`src/rtl/kwd_pkg.sv`:
```
package kwd_pkg;

    localparam logic [7:0] OFS_CTRL   = 8'h00;
    localparam logic [7:0] OFS_PERIOD = 8'h04;
    localparam logic [7:0] OFS_FEED   = 8'h08;
    localparam logic [7:0] OFS_FIRE   = 8'h14;
    localparam logic [7:0] OFS_VEC    = 8'h18;

    localparam logic [7:0]  KEY_CTRL   = 8'h22;
    localparam logic [4:0]  KEY_PERIOD = 5'h08;
    localparam logic [31:0] VAL_FEED   = 32'h0000_1971;
    localparam logic [31:0] VAL_FIRE   = 32'h0000_1209;
    localparam logic [7:0]  KEY_VEC    = 8'h88;

    typedef struct packed {
        logic dual;
        logic autost;
        logic irq_en;
        logic drive;
        logic pol;
        logic en;
    } ctrl_t;

endpackage

```
`src/rtl/kwd_regs.sv`:
```
module kwd_regs
    import kwd_pkg::*;
#(
    parameter int LEN_W = 11,
    parameter int NRST  = 16
) (
    input  logic             clk,
    input  logic             rst_n,
    input  logic             wr_en,
    input  logic             rd_en,
    input  logic [7:0]       addr,
    input  logic [31:0]      wdata,
    output ctrl_t            ctrl,
    output logic [LEN_W-1:0] period_nxt,
    output logic [NRST-1:0]  vec,
    output logic [31:0]      rdata,
    output logic             feed_evt,
    output logic             fire_evt,
    output logic             period_evt
);

    typedef struct packed {
        ctrl_t             ctrl;
        logic [LEN_W-1:0]  period;
        logic [NRST-1:0]   vec;
        logic [31:0]       rdata;
    } st_t;

    st_t st_d, st_q;

    always_comb begin
        st_d       = st_q;
        feed_evt   = wr_en && addr == OFS_FEED && wdata == VAL_FEED;
        fire_evt   = wr_en && addr == OFS_FIRE && wdata == VAL_FIRE;
        period_evt = wr_en && addr == OFS_PERIOD && wdata[4:0] == KEY_PERIOD;

        if (wr_en && addr == OFS_CTRL && wdata[31:24] == KEY_CTRL) begin
            st_d.ctrl = '{dual: wdata[6], autost: wdata[4], irq_en: wdata[3],
                          drive: wdata[2], pol: wdata[1], en: wdata[0]};
        end
        if (period_evt) begin
            st_d.period = wdata[5 +: LEN_W];
        end
        if (wr_en && addr == OFS_VEC && wdata[31:24] == KEY_VEC) begin
            st_d.vec = wdata[NRST-1:0];
        end

        if (rd_en) begin
            st_d.rdata = '0;
            case (addr)
                OFS_CTRL:   st_d.rdata[6:0] = {st_q.ctrl.dual, 1'b0, st_q.ctrl.autost,
                                               st_q.ctrl.irq_en, st_q.ctrl.drive,
                                               st_q.ctrl.pol, st_q.ctrl.en};
                OFS_PERIOD: st_d.rdata[5 +: LEN_W] = st_q.period;
                OFS_VEC:    st_d.rdata[NRST-1:0] = st_q.vec;
                default:    st_d.rdata = '0;
            endcase
        end
    end

    always_ff @(posedge clk or negedge rst_n) begin
        if (!rst_n) begin
            st_q <= '{ctrl: '0, period: '1, vec: '0, rdata: '0};
        end else begin
            st_q <= st_d;
        end
    end

    assign ctrl       = st_q.ctrl;
    assign period_nxt = st_d.period;
    assign vec        = st_q.vec;
    assign rdata      = st_q.rdata;

endmodule

```
`src/rtl/kwd_count.sv`:
```
module kwd_count #(
    parameter int LEN_W   = 11,
    parameter int UNIT_SH = 9
) (
    input  logic             clk,
    input  logic             rst_n,
    input  logic             tick,
    input  logic             en,
    input  logic             dual_arm,
    input  logic             feed,
    input  logic             reload,
    input  logic [LEN_W-1:0] period,
    output logic             irq,
    output logic             bite
);

    localparam int CNT_W = LEN_W + UNIT_SH;

    typedef struct packed {
        logic [CNT_W-1:0] cnt;
        logic             warned;
        logic             irq;
    } st_t;

    st_t st_d, st_q;
    logic [CNT_W-1:0] load;

    always_comb begin
        load = {period, {UNIT_SH{1'b0}}};
        st_d = st_q;
        bite = 1'b0;
        if (!en) begin
            st_d.cnt    = load;
            st_d.warned = 1'b0;
            st_d.irq    = 1'b0;
        end else if (feed) begin
            st_d.cnt    = load;
            st_d.warned = 1'b0;
            st_d.irq    = 1'b0;
        end else if (reload) begin
            st_d.cnt = load;
        end else if (tick) begin
            if (st_q.cnt <= CNT_W'(1)) begin
                st_d.cnt = load;
                if (dual_arm && !st_q.warned) begin
                    st_d.warned = 1'b1;
                    st_d.irq    = 1'b1;
                end else begin
                    st_d.warned = 1'b0;
                    bite        = 1'b1;
                end
            end else begin
                st_d.cnt = st_q.cnt - CNT_W'(1);
            end
        end
    end

    always_ff @(posedge clk or negedge rst_n) begin
        if (!rst_n) begin
            st_q <= '0;
        end else begin
            st_q <= st_d;
        end
    end

    assign irq = st_q.irq;

endmodule

```
`src/rtl/kwd_pulse.sv`:
```
module kwd_pulse #(
    parameter int PULSE_LEN = 16
) (
    input  logic clk,
    input  logic rst_n,
    input  logic fire,
    input  logic drive,
    input  logic pol,
    output logic active,
    output logic rst_out
);

    localparam int PCNT_W = $clog2(PULSE_LEN + 1);

    typedef struct packed {
        logic [PCNT_W-1:0] left;
    } st_t;

    st_t st_d, st_q;

    always_comb begin
        st_d = st_q;
        if (fire) begin
            st_d.left = PCNT_W'(PULSE_LEN);
        end else if (st_q.left != '0) begin
            st_d.left = st_q.left - PCNT_W'(1);
        end
    end

    always_ff @(posedge clk or negedge rst_n) begin
        if (!rst_n) begin
            st_q <= '0;
        end else begin
            st_q <= st_d;
        end
    end

    assign active  = st_q.left != '0;
    assign rst_out = (drive && active) ? pol : ~pol;

endmodule

```
`src/rtl/keyed_wdog.sv`:
```
module keyed_wdog
    import kwd_pkg::*;
#(
    parameter int LEN_W     = 11,
    parameter int UNIT_SH   = 9,
    parameter int PULSE_LEN = 16,
    parameter int NRST      = 16
) (
    input  logic            clk,
    input  logic            rst_n,
    input  logic            tick_en,
    input  logic            wr_en,
    input  logic            rd_en,
    input  logic [7:0]      addr,
    input  logic [31:0]     wdata,
    output logic [31:0]     rdata,
    output logic            irq,
    output logic            rst_out,
    output logic [NRST-1:0] blk_rst
);

    ctrl_t            ctrl_q;
    logic [LEN_W-1:0] period_nxt;
    logic [NRST-1:0]  vec_q;
    logic             feed_evt;
    logic             fire_evt;
    logic             period_evt;
    logic             bite;
    logic             fire;
    logic             pulse_act;

    kwd_regs #(.LEN_W(LEN_W), .NRST(NRST)) u_regs (
        .clk        (clk),
        .rst_n      (rst_n),
        .wr_en      (wr_en),
        .rd_en      (rd_en),
        .addr       (addr),
        .wdata      (wdata),
        .ctrl       (ctrl_q),
        .period_nxt (period_nxt),
        .vec        (vec_q),
        .rdata      (rdata),
        .feed_evt   (feed_evt),
        .fire_evt   (fire_evt),
        .period_evt (period_evt)
    );

    kwd_count #(.LEN_W(LEN_W), .UNIT_SH(UNIT_SH)) u_count (
        .clk      (clk),
        .rst_n    (rst_n),
        .tick     (tick_en),
        .en       (ctrl_q.en),
        .dual_arm (ctrl_q.dual && ctrl_q.irq_en),
        .feed     (feed_evt),
        .reload   (period_evt),
        .period   (period_nxt),
        .irq      (irq),
        .bite     (bite)
    );

    assign fire = bite || fire_evt;

    kwd_pulse #(.PULSE_LEN(PULSE_LEN)) u_pulse (
        .clk     (clk),
        .rst_n   (rst_n),
        .fire    (fire),
        .drive   (ctrl_q.drive),
        .pol     (ctrl_q.pol),
        .active  (pulse_act),
        .rst_out (rst_out)
    );

    assign blk_rst = vec_q;

endmodule

```
`config.mk`:
```
export PLATFORM = sky130hd
export DESIGN_NAME = keyed_wdog
export DESIGN_NICKNAME = d
export VERILOG_FILES = /design/src/rtl/kwd_pkg.sv /design/src/rtl/kwd_regs.sv /design/src/rtl/kwd_count.sv /design/src/rtl/kwd_pulse.sv /design/src/rtl/keyed_wdog.sv
export SDC_FILE = /design/constraint.sdc
export NUM_CORES = 1
export LEC_CHECK = 0
export ABC_AREA = 1
export CAP_MARGIN = 20
export CELL_PAD_IN_SITES_DETAIL_PLACEMENT = 1
export CELL_PAD_IN_SITES_GLOBAL_PLACEMENT = 1
export CORE_UTILIZATION = 40
export DETAILED_ROUTE_END_ITERATION = 8
export GPL_TIMING_DRIVEN = 0
export PLACE_DENSITY_LB_ADDON = 0.25
export SYNTH_ARGS = -nofsm -noshare
export SYNTH_HDL_FRONTEND = slang
export SYNTH_SLANG_ARGS = --single-unit
```
`constraint.sdc`:
```
create_clock -name clk -period 3.21 [get_ports clk]
set_input_delay 0.642 -clock clk [delete_from_list [all_inputs] [get_ports clk]]
set_output_delay 0.642 -clock clk [all_outputs]
set_load 0.02 [all_outputs]
```
**Yosys cells after proc, flatten, opt, wreduce, memory -nomap -nowiden**

Index checks and enable logic that the tools add are counted.

- Bits in registers: 76
- Output and inout bits: 50
- Input port bits: 45
- Word-level logic and storage cells: 73

- Bitwise gates (word level): 1
- Add/sub/neg operators: 2
- Equal/unequal tests: 14
- Muxes and demuxes: 22
- Magnitude comparators: 1
- Reduce and logical (&&, ||, !) cells: 20

Operators with widths:

| operator | count |
|---|---|
| 22-bit 2-to-1 mux | 3 |
| 32-bit by 13-bit equality test with 1-bit output (second input constant) | 2 |
| 20-bit 2-to-1 mux | 2 |
| 20-bit by 1-bit less-or-equal comparator with 1-bit output (second input constant) | 1 |
| 20-bit by 1-bit subtractor with 20-bit output (second input constant) | 1 |
| 9-bit case mux with 2 select lines | 1 |
| 8-bit by 5-bit equality test with 1-bit output (second input constant) | 2 |
| 1-bit logical AND | 13 |
| 11-bit 2-to-1 mux | 1 |
| 5-bit 2-to-1 mux | 2 |
| 5-bit case mux with 2 select lines | 1 |
| 1-bit 2-to-1 mux | 9 |
| 8-bit by 3-bit equality test with 1-bit output (second input constant) | 1 |
| 8-bit by 4-bit equality test with 1-bit output (second input constant) | 1 |
| 8-bit by 6-bit equality test with 1-bit output (second input constant) | 1 |
| 8-bit equality test (second input constant) | 1 |
| 8-bit logical NOT | 1 |
| 3-bit by 2-bit != test with 1-bit output (second input constant) | 2 |
| 3-bit != test (second input constant) | 2 |
| 2-bit case mux with 3 select lines | 1 |
| 5-bit by 4-bit equality test with 1-bit output (second input constant) | 1 |
| 5-bit nonzero test | 1 |
| 5-bit by 1-bit subtractor with 5-bit output (second input constant) | 1 |
| 2-bit 2-to-1 mux | 2 |
| other kinds (7) | 7 |

**Depth between registers and ports, before layout**

Gate-level depths: netlist of the first run.

- Depth after elaboration: 10
- Gate-level depth with buffers: 13
- Gate-level depth less buffers: 13

**By module**

Synthesis of the first run repeated with hierarchy kept, for this count alone.

- Cells, all modules: 656
- Area, all modules: 4,788.3 um^2

Modules (own cells, without submodules):

| module | seq. area each (um^2) | area an instance (um^2) | cells each | times used |
|---|---|---|---|---|
| kwd_regs | 1,239.9 | 2,851.5 | 369 | 1 |
| kwd_count | 550.5 | 1,637.8 | 246 | 1 |
| kwd_pulse | 125.1 | 280.3 | 36 | 1 |
| keyed_wdog | 0.0 | 18.8 | 5 | 1 |

**Worst setup path after synthesis of the first run**

Ideal clock, no wire load.

- Path kind: reg2out
- Start point: register u_pulse.st_q[0] (netlist bit)
- End point: output rst_out
- Arrival: 1,254 ps
- Stages on the path, launching flop included: 6
- Buffers on the path: 0
- Data required time: 2,568 ps
- Setup slack: 1,314 ps
- Cell sequence: dfrtp_1 > inv_1 > ha_1 > nand3_1 > nand2_1 > xor2_1

- Cells in the longest elaborated chain, start to end: 3

RTL lines:

| what | line | RTL |
|---|---|---|
| from (decl) | kwd_pulse.sv:19 | `st_t st_d, st_q;` |
| from (signal assigned) | kwd_pulse.sv:34 | `st_q <= st_d;` |
| 5-bit nonzero test | kwd_pulse.sv:38 | `assign active = st_q.left != '0;` |
| 1-bit logical AND | kwd_pulse.sv:39 | `assign rst_out = (drive && active) ? pol : ~pol;` |
| 1-bit 2-to-1 mux | kwd_pulse.sv:39 |  |
| to (decl) | keyed_wdog.sv:18 | `output logic rst_out,` |

No other way between the ends.

**Worst setup path in the final report of the first run**

- Start point: register u_pulse.st_q[2] (netlist bit)
- End point: output rst_out

The elaborated chain is that of the path after synthesis.

==> results.toml, run 1 <==
[outcome]
outcome = "finished clean"

[power_and_ir_drop]
ir_worst_vdd_v = 0.0002523
power_uw = 2247
powerDensity_mw_per_mm2 = 370.7
p_leak_uw = 0.003041
combPwrFrac_pct = 10.8
seqPwrFrac_pct = 43.6
clkPwrFrac_pct = 45.6
power_switching_uw = 555.1
p_int_uw = 1692
power_switching_share_pct = 24.70

[floorplan]
chipHeight_um = 110.7
core-area_mm2 = 0.01147
start_util_pct = 41.23
num_rows = 39
die_w_um = 110.7
ios = 95
die_area_mm2 = 0.01226

[yosys]
netlist_area_mm2 = 0.004728
synth_top_area_share_pct = 34.40
synthArstFlopShare_pct = 100.0
yosys.cell_types.count = 34
synth_top_area_cell = "dfrtp_1"
synth_seq_cells = 76
synthTopCellsByArea = "dfrtp_1, nand2_1, buf_4, nor2_1, inv_1"
syn_area_per_cell_um2 = 7.078
synth_cells = 668
synth.most_common_cell = "nand2_1"
yosysWarnings = 0
synth_edf_count = 0
synth_common_cells = "nand2_1, nor2_1, inv_1"
synthFlopType = "dfrtp_1"
ys_seq_area_share_pct = 40.51

[min_path]
min_path_type = "in -> async"

[sta]
fin_crit_sh_pct = 89.52
skew_ns = 0.008148
report.final.slew_viol_count = 0
fmax_ghz = 0.3480
worst_pin_slew_ns = 0.6937
setup_violations = 0
slew_headroom_pct = 53.50
period_minus_slack_ns = 2.873
rsz0062_at_grt = "false"
hold_violations = 0

[clocking]
cts_setup_buffers = 0
clk_latency_ns = 0.35
cts_hold_buf = 0
cts.clk_slew.worst_paths_ns = 0.06
cts_tree = "built"
cts_max_level = 3
cts_max_path_buffers = 2
clock_sinks = 76
cts-resized-gates = 0
root_buffer = "clkbuf_16"
numCtsBuffers = 9

[layout]
area_growth_pct = 28.21
n_antenna_cell = 0
nFillCells = 1472
final_cell_count_no_fill = 921
drive_above_1_share_pct = 13.24
final_cell_area_mm2 = 0.006062
nNetsFinal = 822

[critical_path]
path_buf_inv = 1
arrival_ns = 2.23
start_kind = "flop"
critPathSlowestCell = "clkdlybuf4s50_1"
path_max_fanout = 6
crit_family = "simple AND/OR/NAND/NOR gates"
crit_chain = "nor2_1, nand3_1, nand2_1, xor2_1, clkdlybuf4s50_1"
critPathKind = "reg -> out"
crit_required_ns = 2.57
slowest_delay_ns = 0.61
crit_path_end_kind = "output pin"

[placement]
dpl_cell_area_mm2 = 0.005769
gp_congestion = 0.8925
dp_cells = 905
portBuffers = 78
dp_hpwl_um = 11090

[global_route]
grt-ovfl-total = 0
grt_pass1_wl_um = 23800
grt_max_degree = 71
grt_pass1_vias = 4769
grt_usage_pct = 24.48
grt_antenna_before_repair = 0

[route]
ant_nets = 0
drt-initial-drc-count = 171
wl_um = 14020
drtPass1Iterations = 4
wl_per_cell_um = 15.22
drc_errors = 0
vias_per_cell = 4.872
vias = 4487

[flow_run]
maxCapViolCount = 0
## logic make-up (layout without fill, tap and decap cells)
| logic type | Yosys count | after routing | synth area share [%] |
|---|---|---|---|
| and+or+nand+nor | 371 | 371 | 33.85 |
| buffers and inverters | 148 | 243 | 15.88 |
| DFF | 76 | 76 | 40.51 |
| AOI/OAI and AO/OA | 57 | 57 | 6.536 |
| xor gates and xnor gates | 9 | 9 | 1.667 |
| adders and majority gates | 4 | 4 | 1.059 |
| muxes | 2 | 2 | 0.4234 |
| other | 1 | 16 | 0.07931 |
## power by group through the flow
stage / Sequential [µW] / Combinational (µW) / Clock, µW
after floorplan: 995 / 117 / 0
after global placement: 996 / 234 / 0
after detailed placement: 997 / 243 / 0
after CTS: 980 / 244 / 1040
after global routing: 981 / 264 / 1080
final: 980 / 242 / 1030
## metal layers
| metal | up-vias | global-route usage (%) | wire (µm) |
|---|---|---|---|
| li1 | 2231 | - | - |
| met2 | 68 | 44.72 | 7346 |
| met1 | 2169 | 29.26 | 6130 |
| met3 | 19 | 3.390 | 321 |
| met5 | - | 0 | 0 |
| met4 | 0 | 8.533 | 217 |
## cell type report
class | count | area [µm²] | share of cell area, %
well taps | 143 | 178.9 | 2.952
flip-flops and latches | 76 | 1916 | 31.60
clock buffers | 10 | 229.0 | 3.777
repair buffers | 79 | 805.8 | 13.29
inverters | 84 | 315.3 | 5.201
clock inverters | 6 | 63.81 | 1.053
plain buffers | 64 | 435.4 | 7.183
multi-input cells | 459 | 2118 | 34.94
## through the flow
stage	util [%]	worst slack [ns]	hold slack, ns	setup TNS, ns
final	52.86	0.3365	0.1149	0
after global routing	52.86	0.1955	0.1218	0
after CTS	52.86	0.3257	0.1109	0
after detailed placement	50.31	0.3991	0.4741	0
after global placement	50.09	-1.221	0.4679	-82.48
after floorplan	-	1.314	0.3464	0
## worst paths after layout
path | start | endpoint | slack [ns] | cells past startpoint
setup / recovery | u_pulse.st_q[2] | rst_out | 0.34 | 5
setup reg to reg | u_count.st_q[2] | u_count.st_q[20] | 1.00 | 13
hold / removal | rst_n | u_regs.rdata[1] | 0.11 | 1
hold reg to reg | u_count.irq | u_count.irq | 0.49 | 2
max in group asynchronous | rst_n | u_regs.st_q[56] | 2.49 | 2
min in group clk | u_count.irq | u_count.irq | 0.49 | 2
## cells in the final DEF, fill, tap and decap left out, types with 4 or more instances in the layout
master / n
nor3_1: 6
nor2_1: 88
nand2_1: 202
clkbuf_1: 11
dfstp_2: 11
nand3_1: 45
clkdlybuf4s50_1: 77
inv_1: 78
ha_1: 4
a31oi_1: 14
nand4_1: 10
a21oi_1: 7
inv_2: 6
dfrtp_1: 65
clkbuf_16: 9
nand2_2: 5
buf_4: 50
o21ai_0: 34
xor2_1: 6
conb_1: 16
## state kept, by name (all words and copies together) (netlist names)
register / count
u_regs.ctrl: 6
u_count.st_q: 21
u_regs.vec: 16
u_pulse.st_q: 5
u_regs.st_q: 11
u_count.irq: 1
u_regs.rdata: 16
No activity file was read; power rests on OpenSTA's default activity.
==> run 2, diff against run 1 <==
- TNS_END_PERCENT: unset -> 1
==> results of run 2 <==
Final layout, timing and power as in run 1 (identical DEF).
==> run 3, diff against run 2 <==
- PLACE_DENSITY: unset -> 0.9
- PLACE_DENSITY_LB_ADDON: 0.25 -> unset
==> run 3 against run 2 <==
  * Die area stayed put
  * Sequential cell count did not move
  * Sequential power about the same
  * Total power rose by 0.42%
  * Clock power is essentially flat
  * Maximum frequency fell by 1.2%
  * Sequential share of layout area stayed put
  * Largest cell class unchanged
  * Highest routed layer unchanged
==> results.toml, run 3 (synthesized netlist as in run 1, its figures left out) <==
[floorplan]
num_rows = 39
core-area_mm2 = 0.01147
die_w_um = 110.7
die_area_mm2 = 0.01226
start_util_pct = 41.23
chipHeight_um = 110.7
ios = 95

[global_route]
grt_max_degree = 71
grt_usage_pct = 26.28
grt_antenna_before_repair = 0
grt_pass1_vias = 5131
grt_pass1_wl_um = 25640
grt-ovfl-total = 0

[layout]
nNetsFinal = 822
regMostFlops = "u_count.st_q"
final_cell_mix = "nand2_1, nor2_1, inv_1"
utilization_pct = 52.86
largest_reg_flops = 21
seq_area_mm2 = 0.001916
drive_above_1_share_pct = 13.24
n_antenna_cell = 0
area_growth_pct = 28.21
nFillCells = 1496
multi_input_comb_area_mm2 = 0.002118
final_common_cell = "nand2_1"

[critical_path]
crit_path_end_kind = "output pin"
path_max_fanout = 6
crit_required_ns = 2.57
start_kind = "flop"
arrival_ns = 2.27
regToRegSetupSlack_ns = 0.99
critPathKind = "reg -> out"

[route]
vias_per_cell = 5.034
met2_wirelength_um = 7853
met1_length_um = 6266
routed.top_layer = "met4"
drc_errors = 0
dr_wl_met3_um = 618
drtPass1Iterations = 4
wl_per_cell_um = 16.51
wl_um = 15210
ant_nets = 0
vias = 4636
drt-initial-drc-count = 202

[clocking]
numCtsBuffers = 9
cts_setup_buffers = 0
cts_max_path_buffers = 2
clock_sinks = 76
cts.clk_slew.worst_paths_ns = 0.06
root_buffer = "clkbuf_16"
clk_latency_ns = 0.34
cts_hold_buf = 0
cts-resized-gates = 0
cts_max_level = 3
cts_tree = "built"

[power_and_ir_drop]
p_leak_uw = 0.003041
powerDensity_mw_per_mm2 = 372.3
ir_worst_vdd_v = 0.0002943

[sta]
period_minus_slack_ns = 2.907
slew_headroom_pct = 52.55
rsz0062_at_grt = "false"
hold_violations = 0
skew_ns = 0.009292
report.final.slew_viol_count = 0
layout_setup_ws_ns = 0.3027
fmax_ghz = 0.3440
setup_violations = 0
worst_pin_slew_ns = 0.7079
fin_crit_sh_pct = 90.57

[placement]
pre_cts_ws_ns = 0.4282
gp_congestion = 0.8925
dp_hpwl_um = 11590
portBuffers = 78

[min_path]
min_path_type = "in -> async"

[outcome]
outcome = "finished clean"

[flow_run]
maxCapViolCount = 0
## run 3: final timing paths
check                                        end             from  depth (start not counted)
worst max-delay path                     rst_out  u_pulse.st_q[0]                          6
worst min-delay path               u_regs.vec[3]            rst_n                          1
worst max register to register  u_count.st_q[16]  u_count.st_q[2]                         12
worst min register to register   u_regs.st_q[54]  u_regs.st_q[54]                          2
max in group asynchronous        u_regs.st_q[58]            rst_n                          2
min in group clk                 u_regs.st_q[54]  u_regs.st_q[54]                          2
## run 3: cell type report
cell class | count | share of cell area (%)
buffer | 64 | 7.183
timing repair buffer | 79 | 13.29
sequential | 76 | 31.60
multi-input combinational | 459 | 34.94
clock inverter | 6 | 1.053
tap | 143 | 2.952
inverter | 84 | 5.201
clock buffer | 10 | 3.777
## run 3: routing by layer
metal | global-route usage [%] | vias to the layer above
met5 | 0 | -
met4 | 13.42 | 0
met3 | 4.265 | 34
met2 | 46.46 | 135
met1 | 30.63 | 2230
li1 | - | 2237
## run 3: worst max-delay path, cell delays in order (launching register included)
cell and delay [ns]:
dfrtp_1 0.38, inv_1 0.12, ha_1 0.17, nand3_1 0.27, nand2_1 0.17, xor2_1 0.17, clkdlybuf4s50_1 0.64
## run 3: power by group
part	total, µW	internal (µW)	switching, µW
Sequential	980	972	7.99
Clock	1030	602	427
Combinational	247	118	129
Total	2260	1690	564
## run 3: stage by stage
stage	hold slack [ns]	instances	instance area (µm²)	power (µW)	TNS, ns
5_1_grt	0.1153	921	6062	2321	0
3_3_place_gp	0.4730	904	5744	1228	-75.94
2_1_floorplan	0.3464	683	4785	1112	0
3_5_place_dp	0.4738	905	5769	1242	0
4_1_cts	0.1096	921	6062	2269	0
6_report	0.1145	921	6062	2257	0
